### config.mk
export PLATFORM = sky130hd
export DESIGN_NAME = pirq_irq_router
export DESIGN_NICKNAME = d
export VERILOG_FILES = /design/src/rtl/pirq_rtr_pkg.sv /design/src/rtl/pirq_rtr_ctrl.sv /design/src/rtl/pirq_rtr_dp.sv /design/src/rtl/pirq_irq_router.sv
export SDC_FILE = /design/constraint.sdc
export NUM_CORES = 1
export LEC_CHECK = 0
export BUFFER_PORTS_ARGS = -buffer_cell sky130_fd_sc_hd__buf_2
export CORE_ASPECT_RATIO = 1.2
export CORE_MARGIN = 1.5
export CORE_UTILIZATION = 45
export CTS_CLUSTER_DIAMETER = 40
export DETAILED_ROUTE_END_ITERATION = 10
export GPL_TIMING_DRIVEN = 0
export PLACE_DENSITY = 0.67
export SYNTH_ARGS = -nofsm -noshare
export SYNTH_HDL_FRONTEND = slang
export SYNTH_SLANG_ARGS = --single-unit
### constraint.sdc
create_clock -name clk -period 5.82 [get_ports clk]
set_clock_uncertainty 0.2 [all_clocks]
set_input_delay 1.455 -clock clk [delete_from_list [all_inputs] [get_ports clk]]
set_output_delay 1.455 -clock clk [all_outputs]
set_load 0.05 [all_outputs]
### src/rtl/pirq_rtr_pkg.sv
package pirq_rtr_pkg;

  localparam int NUM_PIRQ  = 8;
  localparam int NUM_PIC   = 16;
  localparam int NUM_APIC  = 24;
  localparam int FIELD_W   = 5;
  localparam int OFF_BIT   = 7;
  localparam int ADDR_W    = 4;
  localparam int SCI_VAL_W = 4;
  localparam int SCI_CODE_W = 3;
  localparam int IRQ_W     = $clog2(NUM_APIC);
  localparam int PIRQ_W    = $clog2(NUM_PIRQ);
  localparam logic [7:0] ROUTE_RESET = 8'h80;
  localparam logic [SCI_CODE_W-1:0] SCI_CODE_RESET = '0;
  localparam logic [ADDR_W-1:0] SCI_CTL_ADDR = ADDR_W'(NUM_PIRQ);

  typedef enum logic [1:0] {
    QRY_PIC = 2'd0,
    QRY_GSI = 2'd1,
    QRY_OFF = 2'd2
  } qryMode_t;

  // strobes from control to datapath
  typedef struct packed {
    logic [NUM_PIRQ-1:0] routeWe;
    logic                sciCtlWe;
    logic                sciLoad;
    logic                sciNext;
  } rtrStrobe_t;

  typedef struct packed {
    logic             valid;
    logic [IRQ_W-1:0] line;
  } sciTarget_t;

  function automatic sciTarget_t sciTargetOf(input logic [SCI_CODE_W-1:0] code);
    sciTarget_t t;
    t.valid = 1'b1;
    case (code)
      3'd0:    t.line = IRQ_W'(9);
      3'd1:    t.line = IRQ_W'(10);
      3'd2:    t.line = IRQ_W'(11);
      3'd3:    t.line = IRQ_W'(20);
      3'd4:    t.line = IRQ_W'(21);
      default: begin
        t.valid = 1'b0;
        t.line  = '0;
      end
    endcase
    return t;
  endfunction

endpackage

### src/rtl/pirq_rtr_ctrl.sv
module pirq_rtr_ctrl
  import pirq_rtr_pkg::*;
(
  input  logic                 cfgWrEn,
  input  logic [ADDR_W-1:0]    cfgAddr,
  input  logic                 sciWr,
  input  logic [SCI_VAL_W-1:0] sciVal,
  input  logic                 sciLvl,
  output rtrStrobe_t           strobe
);

  logic sciNorm;

  assign sciNorm = |sciVal;

  generate
    for (genvar n = 0; n < NUM_PIRQ; n++) begin : g_we
      assign strobe.routeWe[n] = cfgWrEn && (cfgAddr == ADDR_W'(n));
    end
  endgenerate

  assign strobe.sciCtlWe = cfgWrEn && (cfgAddr == SCI_CTL_ADDR);
  // only a real change of the normalised level loads the register
  assign strobe.sciLoad  = sciWr && (sciNorm != sciLvl);
  assign strobe.sciNext  = sciNorm;

endmodule

### src/rtl/pirq_rtr_dp.sv
module pirq_rtr_dp
  import pirq_rtr_pkg::*;
(
  input  logic                  clk,
  input  logic                  rstN,
  input  rtrStrobe_t            strobe,
  input  logic [7:0]            cfgWrData,
  input  logic [NUM_PIRQ-1:0]   pirqLevel,
  input  logic [PIRQ_W-1:0]     qryPirq,
  output logic [NUM_PIC-1:0]    picIrq,
  output logic [NUM_APIC-1:0]   apicIrq,
  output logic [1:0]            qryMode,
  output logic [IRQ_W-1:0]      qryIrq,
  output logic                  sciLvl,
  output logic [SCI_CODE_W-1:0] sciCode
);

  logic [7:0]          routeReg [NUM_PIRQ];
  logic [NUM_PIRQ-1:0] onPic;
  sciTarget_t          sciTgt;
  logic                unusedBits;

  assign unusedBits = ^cfgWrData;

  generate
    for (genvar n = 0; n < NUM_PIRQ; n++) begin : g_route
      always_ff @(posedge clk or negedge rstN) begin
        if (!rstN)                   routeReg[n] <= ROUTE_RESET;
        else if (strobe.routeWe[n])  routeReg[n] <= cfgWrData;
      end
      assign onPic[n] = !routeReg[n][OFF_BIT];
    end
  endgenerate

  always_ff @(posedge clk or negedge rstN) begin
    if (!rstN)                sciCode <= SCI_CODE_RESET;
    else if (strobe.sciCtlWe) sciCode <= cfgWrData[SCI_CODE_W-1:0];
  end

  always_ff @(posedge clk or negedge rstN) begin
    if (!rstN)               sciLvl <= 1'b0;
    else if (strobe.sciLoad) sciLvl <= strobe.sciNext;
  end

  assign sciTgt = sciTargetOf(sciCode);

  // PIC side: wired-OR per pin
  generate
    for (genvar p = 0; p < NUM_PIC; p++) begin : g_pic
      logic hit;
      always_comb begin
        hit = 1'b0;
        for (int n = 0; n < NUM_PIRQ; n++) begin
          if (onPic[n] && (routeReg[n][FIELD_W-1:0] == FIELD_W'(p)))
            hit = hit | pirqLevel[n];
        end
        if (sciTgt.valid && (sciTgt.line == IRQ_W'(p)))
          hit = hit | sciLvl;
      end
      assign picIrq[p] = hit;
    end
  endgenerate

  // APIC side: fixed one-to-one mapping above the PIC range
  generate
    for (genvar k = 0; k < NUM_APIC; k++) begin : g_apic
      logic sciHit;
      assign sciHit = sciLvl && sciTgt.valid && (sciTgt.line == IRQ_W'(k));
      if ((k >= NUM_PIC) && (k < NUM_PIC + NUM_PIRQ)) begin : g_pirq
        assign apicIrq[k] = pirqLevel[k-NUM_PIC] | sciHit;
      end else begin : g_sci
        assign apicIrq[k] = sciHit;
      end
    end
  endgenerate

  // route query
  logic [7:0] qSel;
  always_comb begin
    qSel = routeReg[qryPirq];
    if (qSel[OFF_BIT]) begin
      qryMode = QRY_GSI;
      qryIrq  = IRQ_W'(NUM_PIC) + IRQ_W'(qryPirq);
    end else if (qSel[FIELD_W-1:0] >= FIELD_W'(NUM_PIC)) begin
      qryMode = QRY_OFF;
      qryIrq  = '0;
    end else begin
      qryMode = QRY_PIC;
      qryIrq  = IRQ_W'(qSel[FIELD_W-1:0]);
    end
  end

endmodule

### src/rtl/pirq_irq_router.sv
module pirq_irq_router
  import pirq_rtr_pkg::*;
(
  input  logic        clk,
  input  logic        rstN,
  input  logic        cfgWrEn,
  input  logic [3:0]  cfgAddr,
  input  logic [7:0]  cfgWrData,
  input  logic        sciWr,
  input  logic [3:0]  sciVal,
  input  logic [7:0]  pirqLevel,
  output logic [15:0] picIrq,
  output logic [23:0] apicIrq,
  input  logic [2:0]  qryPirq,
  output logic [1:0]  qryMode,
  output logic [4:0]  qryIrq
);

  rtrStrobe_t            strobe;
  logic                  sciLvl;
  logic [SCI_CODE_W-1:0] sciCode;

  pirq_rtr_ctrl u_ctrl (
    .cfgWrEn (cfgWrEn),
    .cfgAddr (cfgAddr),
    .sciWr   (sciWr),
    .sciVal  (sciVal),
    .sciLvl  (sciLvl),
    .strobe  (strobe)
  );

  pirq_rtr_dp u_dp (
    .clk       (clk),
    .rstN      (rstN),
    .strobe    (strobe),
    .cfgWrData (cfgWrData),
    .pirqLevel (pirqLevel),
    .qryPirq   (qryPirq),
    .picIrq    (picIrq),
    .apicIrq   (apicIrq),
    .qryMode   (qryMode),
    .qryIrq    (qryIrq),
    .sciLvl    (sciLvl),
    .sciCode   (sciCode)
  );

endmodule

After elaboration in Yosys (flattened, before gate mapping):

Index checks and enable logic that the tools add are counted.

* output and inout port bits: 47
* input bits: 31
* register bits: 68

* reduce and logical (&&, ||, !) cells: 200
* equal/unequal tests: 156
* mux-type cells: 153
* order comparisons: 2
* bitwise logic cells: 137
* add/subtract/negate cells: 1

Operators with widths (count)
* 5-bit by 4-bit equality test with 1-bit output (second input constant): 72
* 5-bit by 3-bit equality test with 1-bit output (second input constant): 36
* 1-bit logical AND: 179
* 1-bit two-way mux: 145
* 1-bit OR: 136
* 5-bit by 2-bit equality test with 1-bit output (second input constant): 18
* 5-bit by 1-bit equality test with 1-bit output (second input constant): 9
* 5-bit zero test: 9
* 5-bit equality test (second input constant): 8
* 5-bit case mux with 5 select lines: 1
* 8-bit binary-select mux with 3-bit select: 1
* 4-bit by 3-bit equality test with 1-bit output (second input constant): 4
* 8-bit two-way mux: 2
* 5-bit two-way mux: 2
* 4-bit by 2-bit equality test with 1-bit output (second input constant): 2
* 1-bit zero test: 8
* 3-bit by 2-bit equality test with 1-bit output (second input constant): 2
* 5-bit by 3-bit adder with 5-bit output (first input constant): 1
* 5-bit >= comparator (second input constant): 1
* 5-bit OR reduction: 1
* 4-bit by 1-bit equality test with 1-bit output (second input constant): 1
* 4-bit equality test (second input constant): 1
* 4-bit >= comparator (second input constant): 1
* 4-bit zero test: 1
* 7 further kinds: 8

Logic depth before layout (Yosys ltp):

Gate-level depths: netlist of run 1.

* word-level depth: 19
* gate-level depth with buffers: 6
* mapped depth without buffers: 4

Cells and area by module:

Synthesis of run 1 repeated with hierarchy kept, for this count alone.

* cell total of the unflattened synthesis: 433
* area total of the unflattened synthesis: 4152.7 um^2

By module, submodules not included
* pirq_rtr_dp: times used 1, area an instance 4038.9 um^2, cells each 413
* pirq_rtr_ctrl: times used 1, area an instance 113.9 um^2, cells each 20

Least setup slack after synthesis of run 1:

OpenSTA, ideal clock, no wires.

* path kind: input to output
* from: in qryPirq[2]
* to: out qryMode[1]
* data arrival time: 3261 ps
* stages on the path: 4
* path slack: 904 ps
* cells stage by stage: clkbuf_1 > mux4_2 > mux2_2 > nor2_1

* cells in the longest elaborated chain, start to end: 7

RTL lines
* start, declared: line pirq_irq_router.sv:14 `input logic [2:0] qryPirq,`
* 3-bit inverter with 4-bit output (implied by the code) (*): line pirq_rtr_dp.sv:80 `qSel = routeReg[qryPirq];`
* 8-bit binary-select mux with 3-bit select (*): line pirq_rtr_dp.sv:80
* 8-bit two-way mux (implied by the code) (*) (2 in series): line pirq_rtr_dp.sv:80
* 5-bit >= comparator: line pirq_rtr_dp.sv:84 `end else if (qSel[FIELD_W-1:0] >= FIELD_W'(NUM_PIC)) begin`
* 2-bit two-way mux: line pirq_rtr_dp.sv:84
* 2-bit two-way mux (*): line pirq_rtr_dp.sv:81 `if (qSel[OFF_BIT]) begin`
* end, declared: line pirq_irq_router.sv:15 `output logic [1:0] qryMode,`

Every way passes the cells marked *; elsewhere a longest branch is shown, timed or not. The select of a mux whose other input is x is not followed.

Final worst setup path of run 1:

* from: in pirqLevel[5]
* to: out picIrq[15]

* cells in the longest elaborated chain, start to end: 8

RTL lines
* start, declared: line pirq_irq_router.sv:11 `input logic [7:0] pirqLevel,`
* 1-bit OR (*): line pirq_rtr_dp.sv:55 `hit = hit | pirqLevel[n];`
* 1-bit two-way mux (*): line pirq_rtr_dp.sv:54 `if (onPic[n] && (routeReg[n][FIELD_W-1:0] == FIELD_W'(p)))`
* 1-bit OR: line pirq_rtr_dp.sv:55
* 1-bit two-way mux (*): line pirq_rtr_dp.sv:54
* 1-bit OR: line pirq_rtr_dp.sv:55
* 1-bit two-way mux (*): line pirq_rtr_dp.sv:54
* 1-bit OR: line pirq_rtr_dp.sv:58 `hit = hit | sciLvl;`
* 1-bit two-way mux (*): line pirq_rtr_dp.sv:57 `if (sciTgt.valid && (sciTgt.line == IRQ_W'(p)))`
* end, declared: line pirq_irq_router.sv:12 `output logic [15:0] picIrq,`

Every way passes the cells marked *; elsewhere a longest branch is shown, timed or not.

==> results of run 1 <==
-- worst min-delay path by stage --
stage | start | end | slack, ps | depth (start not counted)
CTS | u_dp.routeReg[1] | u_dp.routeReg[1] | 370 | 1
detailed placement | u_dp.routeReg[1] | u_dp.routeReg[1] | 350 | 1
global placement | u_dp.routeReg[1] | u_dp.routeReg[1] | 340 | 1
global route | u_dp.routeReg[1] | u_dp.routeReg[1] | 400 | 1
floorplan | u_dp.routeReg[58] | u_dp.routeReg[58] | 310 | 1
finish | u_dp.routeReg[1] | u_dp.routeReg[1] | 380 | 1
-- power groups by stage --
stage	clock network [mW]	registers [mW]	logic, mW
detailed placement	0	0.595	0.834
floorplan	0	0.527	0.655
global placement	0	0.589	0.827
global route	0.209	0.603	0.896
finish	0.196	0.594	0.841
CTS	0.202	0.586	0.836
-- metal layers --
metal | global-route usage | up-vias | wire length [um]
li1 | - | 1776 | -
met1 | 0.349 | 1904 | 5640
met2 | 0.541 | 136 | 7340
met3 | 0.0223 | 36 | 694
met4 | 0.188 | 0 | 828
met5 | 0 | - | 0
-- state kept, by name, indices dropped and copies added (netlist names) --
signal,cells
u_dp.routeReg,48
u_dp.sciCode,3
u_dp.sciLvl,1
-- final cells by class --
cell class / instances / area (um^2) / area share
well taps: 120 / 150 / 0.0315
multi-input cells: 336 / 2560 / 0.538
flip-flops and latches: 52 / 1310 / 0.275
plain buffers: 58 / 359 / 0.0754
repair buffers: 58 / 290 / 0.0609
clock buffers: 7 / 76.3 / 0.0160
clock inverters: 1 / 5.00 / 0.00105
inverters: 3 / 11.3 / 0.00236
-- critical path: stages --
cell and delay [ps]:
buf_2 130, nand3b_1 250, nor3_1 100, a2111oi_0 890, nand3_1 160, buf_4 190
buf_2 200
-- cell usage in the layout (no fill, tap or decap), types with 8 or more instances in the layout --
| master | count |
|---|---|
| mux4_2 | 12 |
| clkbuf_1 | 19 |
| dfstp_2 | 8 |
| o22ai_1 | 13 |
| nor4_1 | 19 |
| dfrtp_1 | 44 |
| nand2_1 | 19 |
| conb_1 | 13 |
| mux2_2 | 53 |
| nor3_1 | 27 |
| nand2b_1 | 31 |
| nand3b_1 | 14 |
| nand3_1 | 12 |
| or3_1 | 17 |
| buf_2 | 63 |
| nor2_1 | 23 |
| buf_4 | 36 |
-- logic make-up (layout without fill, tap and decap cells) --
logic type | Yosys count | count (layout) | synth area share
buf+inv | 61 | 127 | 0.0882
simple gates | 204 | 204 | 0.288
compound gates | 49 | 49 | 0.0870
other cells | 1 | 13 | 0.000893
mux | 70 | 70 | 0.223
flops | 52 | 52 | 0.312
==> reports/qor.txt, run 1 <==
Slew Limit Headroom = 0.248
Initial antenna violation count = 0
Crit path capture type = output port
Tcrit/Tclk final = 0.864
Synth top area cells = dfrtp_1, mux2_2, buf_4, mux4_2, dfstp_2
Post-synth EDFFs = 0
Worst-case reg-to-reg path depth = 2
Clock sinks = 52
Register area share after synthesis = 0.312
Gate power share = 0.516
Sequential power share = 0.364
Count leader, synth = mux2_2
Final Hold Slack = 382 ps
Hpwl dp = 11600 um
FF-to-FF setup slack = 4480 ps
Die width = 91.2 um
Die area = 0.00992 mm^2
Crit path to = picIrq[15]
Total chip power = 1.63 mW
TritonCTS clock tree = built
Post-placement cell count = 627
First-pass GRT wire length = 21900 um
Hold WC Path Type = reg2reg
Crit Path Class = in2out
Initial Util = 0.465
#FFs+latches synth = 52
Row count = 38
Cts bufs inserted = 5
H-tree Lvls = 2
Area after DPL = 0.00468 mm^2
Via density = 6.07
Worst IR drop on VDD = 0.233 mV
Top cell type by total area after synthesis = dfrtp_1
Post-Route Utilization = 0.527
Grt ovf = 0
Power density cells = 342 mW/mm^2
Crit path from = pirqLevel[5]
Slew Viols, Final = 0
Area grow syn2layout = 13.5%
Overall Global Routing Usage = 0.301
Dominant synthesized flop cell = dfrtp_1
Worst EP required = 4160 ps
DR vias = 3852
Switching pwr = 781 uW
Clock buffer depth = 2
WL/cell = 22.8 um
Initial drt markers = 192
CTS resizes = 0
Status = completed
Clock power frac = 0.120
Root Driver = clkbuf_8
Core region area = 0.00903 mm^2
Startpoint Class = primary input
Post-Layout Cell Count = 635
Ant. Diodes = 0
Total iterations of the first detailed-routing run = 4
Mapped Area = 0.00420 mm^2
Final Worst Setup Slack = 790 ps
Syn avg cell area = 9.61 um^2
DRC violations left = 0
Vias in the first global route = 3795
Final hold viol count = 0
Period minus WS final = 5030 ps
I/O pins = 78
Largest net degree at the start of global routing = 53
Fmax = 0.199 GHz
Port bufs = 58
Final Setup Violations = 0
CTS hold repair buffers = 0
Worst r2r src = u_dp.routeReg[8]
Final net count = 545
Leakage power = 1.98 nW
Most frequent cells after synthesis = mux2_2, dfrtp_1, buf_4
CP Max Fanout = 7
Ys async rst share = 1.00
Worst-margin pin slew = 1130 ps
Yosys cell types = 56
Max cap viols = 0
P_int = 849 uW
Die span in y = 109 um
Net Sw Frac = 0.479
GP Congestion = 0.969
Crit path DAT = 3380 ps
Setup tns final = 0 ps
Final wirelength = 14500 um
Clk_lat worst skew = 310 ps
Worst slack, placed = 838 ps
RSZ-0062 raised after global routing = no
Share of the synthesized area in the top cell type = 0.262
Post-synthesis cell count = 437
Design area = 0.00476 mm^2
Yosys Warn Count = 0
Layout cells sized above 1 = 0.369
Fill cells = 902
Post-DRT Antenna Nets = 0
Clk slew on worst S/H paths = 80 ps
Setup Fix Bufs, Post-CTS = 0
Reg2Reg Capture Point = u_dp.routeReg[8]
Power figures use the tool's default switching activity.
==> run 2, diff against run 1 <==
--- a/config.mk
+++ b/config.mk
@@ -9,6 +9,7 @@
 export CORE_ASPECT_RATIO = 1.2
 export CORE_MARGIN = 1.5
 export CORE_UTILIZATION = 45
+export CTS_BUF_LIST = sky130_fd_sc_hd__clkbuf_8
 export CTS_CLUSTER_DIAMETER = 40
 export DETAILED_ROUTE_END_ITERATION = 10
 export GPL_TIMING_DRIVEN = 0
==> reports/qor.txt, run 2 (synthesis results as in run 1) <==
Post-DRT Antenna Nets = 0 (unchanged)
Cts bufs inserted = 5 (unchanged)
Total iterations of the first detailed-routing run = 4 (unchanged)
Initial antenna violation count = 0 (unchanged)
Max reg flops = 48 (unchanged)
First-pass GRT wire length = 21900 um (unchanged)
Root Driver = clkbuf_8
RSZ-0062 raised after global routing = no
Final Hold Slack = 382 ps (+0.554 ps)
DR vias = 3846 (-0.16%)
Worst r2r src = u_dp.routeReg[8]
Area grow syn2layout = 13.5% (unchanged)
I/O pins = 78 (unchanged)
Fmax = 0.199 GHz (about the same)
Wire length on met3 = 681 um (-1.9%)
Grt ovf = 0 (unchanged)
Slew Limit Headroom = 0.247 (-0.000306)
CTS hold repair buffers = 0 (unchanged)
Crit path DAT = 3380 ps (about the same)
Area after DPL = 0.00468 mm^2 (unchanged)
Register name with the most flops = u_dp.routeReg
Leakage power = 1.99 nW (+0.42%)
Worst IR drop on VDD = 0.233 mV (about the same)
FF-to-FF setup slack = 4470 ps (about the same)
Worst-margin pin slew = 1130 ps (+0.459 ps)
Die area = 0.00992 mm^2 (unchanged)
Core region area = 0.00903 mm^2 (unchanged)
Tcrit/Tclk final = 0.865 (about the same)
Die span in y = 109 um (unchanged)
Top layer in use = met4
Commonest cells after routing, fill and taps aside = buf_2, mux2_2, dfrtp_1, buf_4, nand2b_1
Initial drt markers = 191 (-0.52%)
Power density cells = 341 mW/mm^2 (-0.22%)
TritonCTS clock tree = built
Overall Global Routing Usage = 0.301 (unchanged)
Clk_lat worst skew = 310 ps (about the same)
Worst-case reg-to-reg path depth = 2 (unchanged)
Setup Fix Bufs, Post-CTS = 0 (unchanged)
CTS resizes = 0 (unchanged)
Clock sinks = 52 (unchanged)
Port bufs = 58 (unchanged)
WL/cell = 22.8 um (about the same)
Crit path from = pirqLevel[5]
Period minus WS final = 5030 ps (+2.43 ps)
Fill cells = 902 (unchanged)
Startpoint Class = primary input
Status = completed
H-tree Lvls = 2 (unchanged)
Crit Path Class = in2out
Setup tns final = 0 ps (unchanged)
Final net count = 545 (unchanged)
Hold WC Path Type = reg2reg
Worst EP required = 4160 ps (about the same)
Commonest non-fill, non-tap cell in the layout = buf_2
Slew Viols, Final = 0 (unchanged)
Hpwl dp = 11600 um (unchanged)
Final hold viol count = 0 (unchanged)
Row count = 38 (unchanged)
Crit path to = picIrq[15]
Design area = 0.00476 mm^2 (unchanged)
Final wirelength = 14500 um (about the same)
Final Setup Violations = 0 (unchanged)
Ant. Diodes = 0 (unchanged)
Wire length on met2 = 7350 um (+0.12%)
Max cap viols = 0 (unchanged)
Die width = 91.2 um (unchanged)
Layout cells sized above 1 = 0.369 (unchanged)
Initial Util = 0.465 (unchanged)
DRC violations left = 0 (unchanged)
Crit path capture type = output port
Vias in the first global route = 3795 (unchanged)
CP Max Fanout = 7 (unchanged)
Reg2Reg Capture Point = u_dp.routeReg[8]
Met1 wire length = 5640 um (-0.12%)
Via density = 6.06 (-0.16%)
GP Congestion = 0.969 (unchanged)
Largest net degree at the start of global routing = 53 (unchanged)
Largest registers = u_dp.routeReg: 48 flops, u_dp.sciCode: 3 flops, u_dp.sciLvl: 1 flops
Clk slew on worst S/H paths = 80 ps (about the same)
Clock buffer depth = 2 (unchanged)
## run 2: where the power goes
group / internal [mW] / total (mW) / switching, mW
Combinational: 0.311 / 0.841 / 0.529
Clock: 0.0811 / 0.192 / 0.111
Sequential: 0.454 / 0.594 / 0.140
## run 2: routing by layer
metal,vias up,global-route usage
li1,1777,-
met1,1900,0.349
met2,134,0.541
met3,35,0.0223
met4,0,0.188
met5,-,0
## run 2: area by class of cell
| type | count | area, um^2 | area share |
|---|---|---|---|
| inverter | 3 | 11.3 | 0.00236 |
| clock inverter | 3 | 12.5 | 0.00263 |
| clock buffer | 5 | 68.8 | 0.0144 |
| buffer | 58 | 359 | 0.0754 |
| timing repair buffer | 58 | 290 | 0.0609 |
| sequential | 52 | 1310 | 0.275 |
| multi-input combinational | 336 | 2560 | 0.538 |
| tap | 120 | 150 | 0.0315 |
## run 2: worst min-delay path by stage
stage	end	cells past startpoint	from	slack [ps]
2_1_floorplan	u_dp.routeReg[58]	1	u_dp.routeReg[58]	310
3_3_place_gp	u_dp.routeReg[1]	1	u_dp.routeReg[1]	340
3_5_place_dp	u_dp.routeReg[1]	1	u_dp.routeReg[1]	350
4_1_cts	u_dp.routeReg[1]	1	u_dp.routeReg[1]	370
5_1_grt	u_dp.routeReg[1]	1	u_dp.routeReg[1]	400
6_report	u_dp.routeReg[1]	1	u_dp.routeReg[1]	380
## run 2: critical path, cell delays in order
cell and delay (ps):
buf_2 130, nand3b_1 250, nor3_1 100, a2111oi_0 890, nand3_1 160, buf_4 190
buf_2 200
## run 2: per-stage QoR
stage | setup WS [ps] | power, mW | cells | utilization
after floorplan | 904 | 1.18 | 449 | -
after global placement | 851 | 1.42 | 627 | 0.518
after detailed placement | 838 | 1.43 | 627 | 0.518
after CTS | 842 | 1.62 | 635 | 0.527
after global routing | 703 | 1.70 | 635 | 0.527
final | 787 | 1.63 | 635 | 0.527
==> run 3, diff against run 2 <==
--- a/config.mk
+++ b/config.mk
@@ -16,4 +16,5 @@
 export PLACE_DENSITY = 0.67
 export SYNTH_ARGS = -nofsm -noshare
 export SYNTH_HDL_FRONTEND = slang
+export SYNTH_HIERARCHICAL = 1
 export SYNTH_SLANG_ARGS = --single-unit
==> constraint.sdc (replaced) <==
create_clock -name clk -period 4.89 [get_ports clk]
set_clock_uncertainty 0.2 [all_clocks]
set_input_delay 1.2225 -clock clk [delete_from_list [all_inputs] [get_ports clk]]
set_output_delay 1.2225 -clock clk [all_outputs]
set_load 0.05 [all_outputs]
==> reports/qor.txt, run 3 <==
GP Congestion = 0.919 (-5.1%)
Clk_lat worst skew = 300 ps (about the same)
Die width = 90.7 um (-0.52%)
Yosys cell types = 57 (+1.8%)
CTS hold repair buffers = 0 (unchanged)
Register area share after synthesis = 0.316 (+0.00339)
Commonest non-fill, non-tap cell in the layout = buf_2
Initial drt markers = 277 (+45%)
Tcrit/Tclk final = 0.944
Worst-margin pin slew = 1120 ps (-13.8 ps)
Crit-path cells = buf_2 > nor4b_1 > nor2b_1 > a22oi_1 > nand3_1 > buf_4 > buf_2
Via density = 6.01 (-0.83%)
Register name with the most flops = u_dp/routeReg
DR vias = 3808 (-0.99%)
WL/cell = 21.5 um (-6.0%)
Crit path DAT = 3190 ps (-190 ps)
Fmax = 0.217 GHz
Root Driver = clkbuf_8
Post-synth EDFFs = 0 (unchanged)
Status = completed
Overall Global Routing Usage = 0.279 (-0.0224)
TritonCTS clock tree = built
Syn avg cell area = 9.59 um^2 (-0.16%)
Mapped Area = 0.00415 mm^2 (-1.1%)
Worst path bufs/invs = 3 (unchanged)
Cts bufs inserted = 5 (unchanged)
Fill cells = 855 (-5.2%)
Worst EP required = 3470 ps (-690 ps)
Grt ovf = 0 (unchanged)
Power density cells = 405 mW/mm^2 (+19%)
Die span in y = 108 um (-0.52%)
Final net count = 544 (-0.18%)
Max reg flops = 48 (unchanged)
Ys async rst share = 1.00 (unchanged)
Final hold viol count = 0 (unchanged)
FF-to-FF setup slack = 3600 ps (-870 ps)
Most frequent cells after synthesis = mux2_2, dfrtp_1, buf_4
Leakage power = 2.04 nW (+2.5%)
Cell mode on critical path = buf_2
Initial Util = 0.462 (-0.00255)
Worst-case reg-to-reg path depth = 2 (unchanged)
CP Max Fanout = 4 (-3)
Slew Viols, Final = 0 (unchanged)
Layout cells sized above 1 = 0.360 (-0.00901)
Row count = 38 (unchanged)
Largest net degree at the start of global routing = 53 (unchanged)
Commonest cells after routing, fill and taps aside = buf_2, mux2_2, dfrtp_1, buf_4
Count leader, synth = mux2_2
DRC violations left = 0 (unchanged)
Register Area = 0.00131 mm^2 (unchanged)
First-pass GRT wire length = 20400 um (-6.9%)
Dominant synthesized flop cell = dfrtp_1
H-tree Lvls = 2 (unchanged)
Final wirelength = 13600 um (-6.1%)
Core region area = 0.00899 mm^2 (-0.53%)
Hold Path Cell Cnt = 1 (unchanged)
Area of the multi-input gates = 0.00248 mm^2 (-3.1%)
Reg2Reg Capture Point = u_dp/routeReg[17]
Total iterations of the first detailed-routing run = 5 (+1)
Total chip power = 1.92 mW (+18%)
Clk slew on worst S/H paths = 80 ps (about the same)
Max cap viols = 0 (unchanged)
Share of the synthesized area in the top cell type = 0.265 (+0.00285)
Slew Limit Headroom = 0.257 (+0.00919)
Post-DRT Antenna Nets = 0 (unchanged)
Clock sinks = 52 (unchanged)
Ant. Diodes = 0 (unchanged)
Clock buffer depth = 2 (unchanged)
Initial antenna violation count = 0 (unchanged)
Period minus WS final = 4610 ps
Top delay family on crit path = simple AND/OR/NAND/NOR gates
Synth top area cells = dfrtp_1, mux2_2, buf_4, mux4_2, dfstp_2
Max incr delay on CP = 780 ps (-110 ps)
Hold WC Path Type = reg2reg
Crit path capture type = output port
Final Hold Slack = 366 ps (-16.3 ps)
Final Setup Violations = 0 (unchanged)
Post-synthesis cell count = 433 (-0.92%)
Worst r2r src = u_dp/routeReg[17]
#FFs+latches synth = 52 (unchanged)
Critical Path Slowest Stage Cell = nor4b_1
Die area = 0.00982 mm^2 (-1.0%)
Endpoint of the worst hold path = u_dp/routeReg[10]
Hpwl dp = 11100 um (-4.8%)
Startpoint Class = primary input
Top cell type by total area after synthesis = dfrtp_1
Largest registers = u_dp/routeReg: 48 flops, u_dp/sciCode: 3 flops, u_dp/sciLvl: 1 flops
Yosys Warn Count = 6 (+6)
Port bufs = 61 (+5.2%)
CTS resizes = 0 (unchanged)
Crit Path Class = in2out
Setup tns final = 0 ps (unchanged)
I/O pins = 78 (unchanged)
Vias in the first global route = 3627 (-4.4%)
Area grow syn2layout = 14.3%
Hold Crit Start = u_dp/routeReg[10]
Setup Fix Bufs, Post-CTS = 0 (unchanged)
Worst IR drop on VDD = 0.277 mV (+19%)
RSZ-0062 raised after global routing = no
==> run 3: cell count changes after synthesis, moves of 8 or more <==
cell      delta
o22ai_1     -10
inv_1        +8
a22oi_1     +10
nand2b_1    -19
nand3b_1     -8
nand3_1     +11
nor2b_1     +14
a221oi_1     +8
or3_1       -14
nor3_1       -9
nor4_1      -13
nand4_1     +14
==> run 3: logic make-up (layout without fill, tap and decap cells) <==
family | after synthesis | after routing | share of synthesized area
AO/OA/AOI/OAI | 55 | 55 | 0.102
buffers and inverters | 69 | 138 | 0.0973
flip-flops | 52 | 52 | 0.316
multiplexers | 68 | 68 | 0.223
other | 1 | 13 | 0.000903
AND/OR/NAND/NOR | 188 | 188 | 0.261
==> run 3: layout make-up <==
cell class,count,share of cell area
Sequential cell,52,0.276
Buffer,58,0.0764
Timing Repair Buffer,61,0.0643
Clock inverter,2,0.00237
Inverter,11,0.00870
Multi-Input combinational cell,324,0.523
Clock buffer,6,0.0174
Tap cell,120,0.0316
==> run 3: how the worst max path moves through the flow <==
stage / start / endpoint / cells after the start
floorplan: qryPirq[2] / qryMode[1] / 4
global placement: pirqLevel[5] / picIrq[8] / 7
detailed placement: pirqLevel[5] / picIrq[8] / 7
CTS: pirqLevel[5] / picIrq[8] / 7
global route: pirqLevel[5] / picIrq[8] / 7
finish: pirqLevel[5] / picIrq[8] / 7
==> run 3: per-stage QoR <==
stage / utilization / area [um^2] / worst slack (ps) / instances
after floorplan: - / 4200 / 454 / 445
after global placement: 0.518 / 4650 / 284 / 626
after detailed placement: 0.518 / 4650 / 353 / 626
after CTS: 0.528 / 4750 / 341 / 634
after global routing: 0.528 / 4750 / 197 / 634
final: 0.528 / 4750 / 275 / 634
==> run 3: per-layer routing <==
| metal | vias to the layer above | share of wire | global-route usage |
|---|---|---|---|
| met5 | - | 0 | 0 |
| met4 | 0 | 0.033 | 0.109 |
| met3 | 25 | 0.049 | 0.0197 |
| met2 | 178 | 0.52 | 0.512 |
| met1 | 1851 | 0.40 | 0.339 |
| li1 | 1754 | - | - |
==> run 3: power breakdown <==
group	total (mW)	switching [mW]	internal, mW
clock network	0.246	0.133	0.113
logic	0.964	0.611	0.353
registers	0.711	0.167	0.544
==> run 3: worst reg2reg max path, cell delays in order, from the launching register on <==
cell and delay [ps]:
dfrtp_1 370, clkbuf_1 270, mux2_2 350
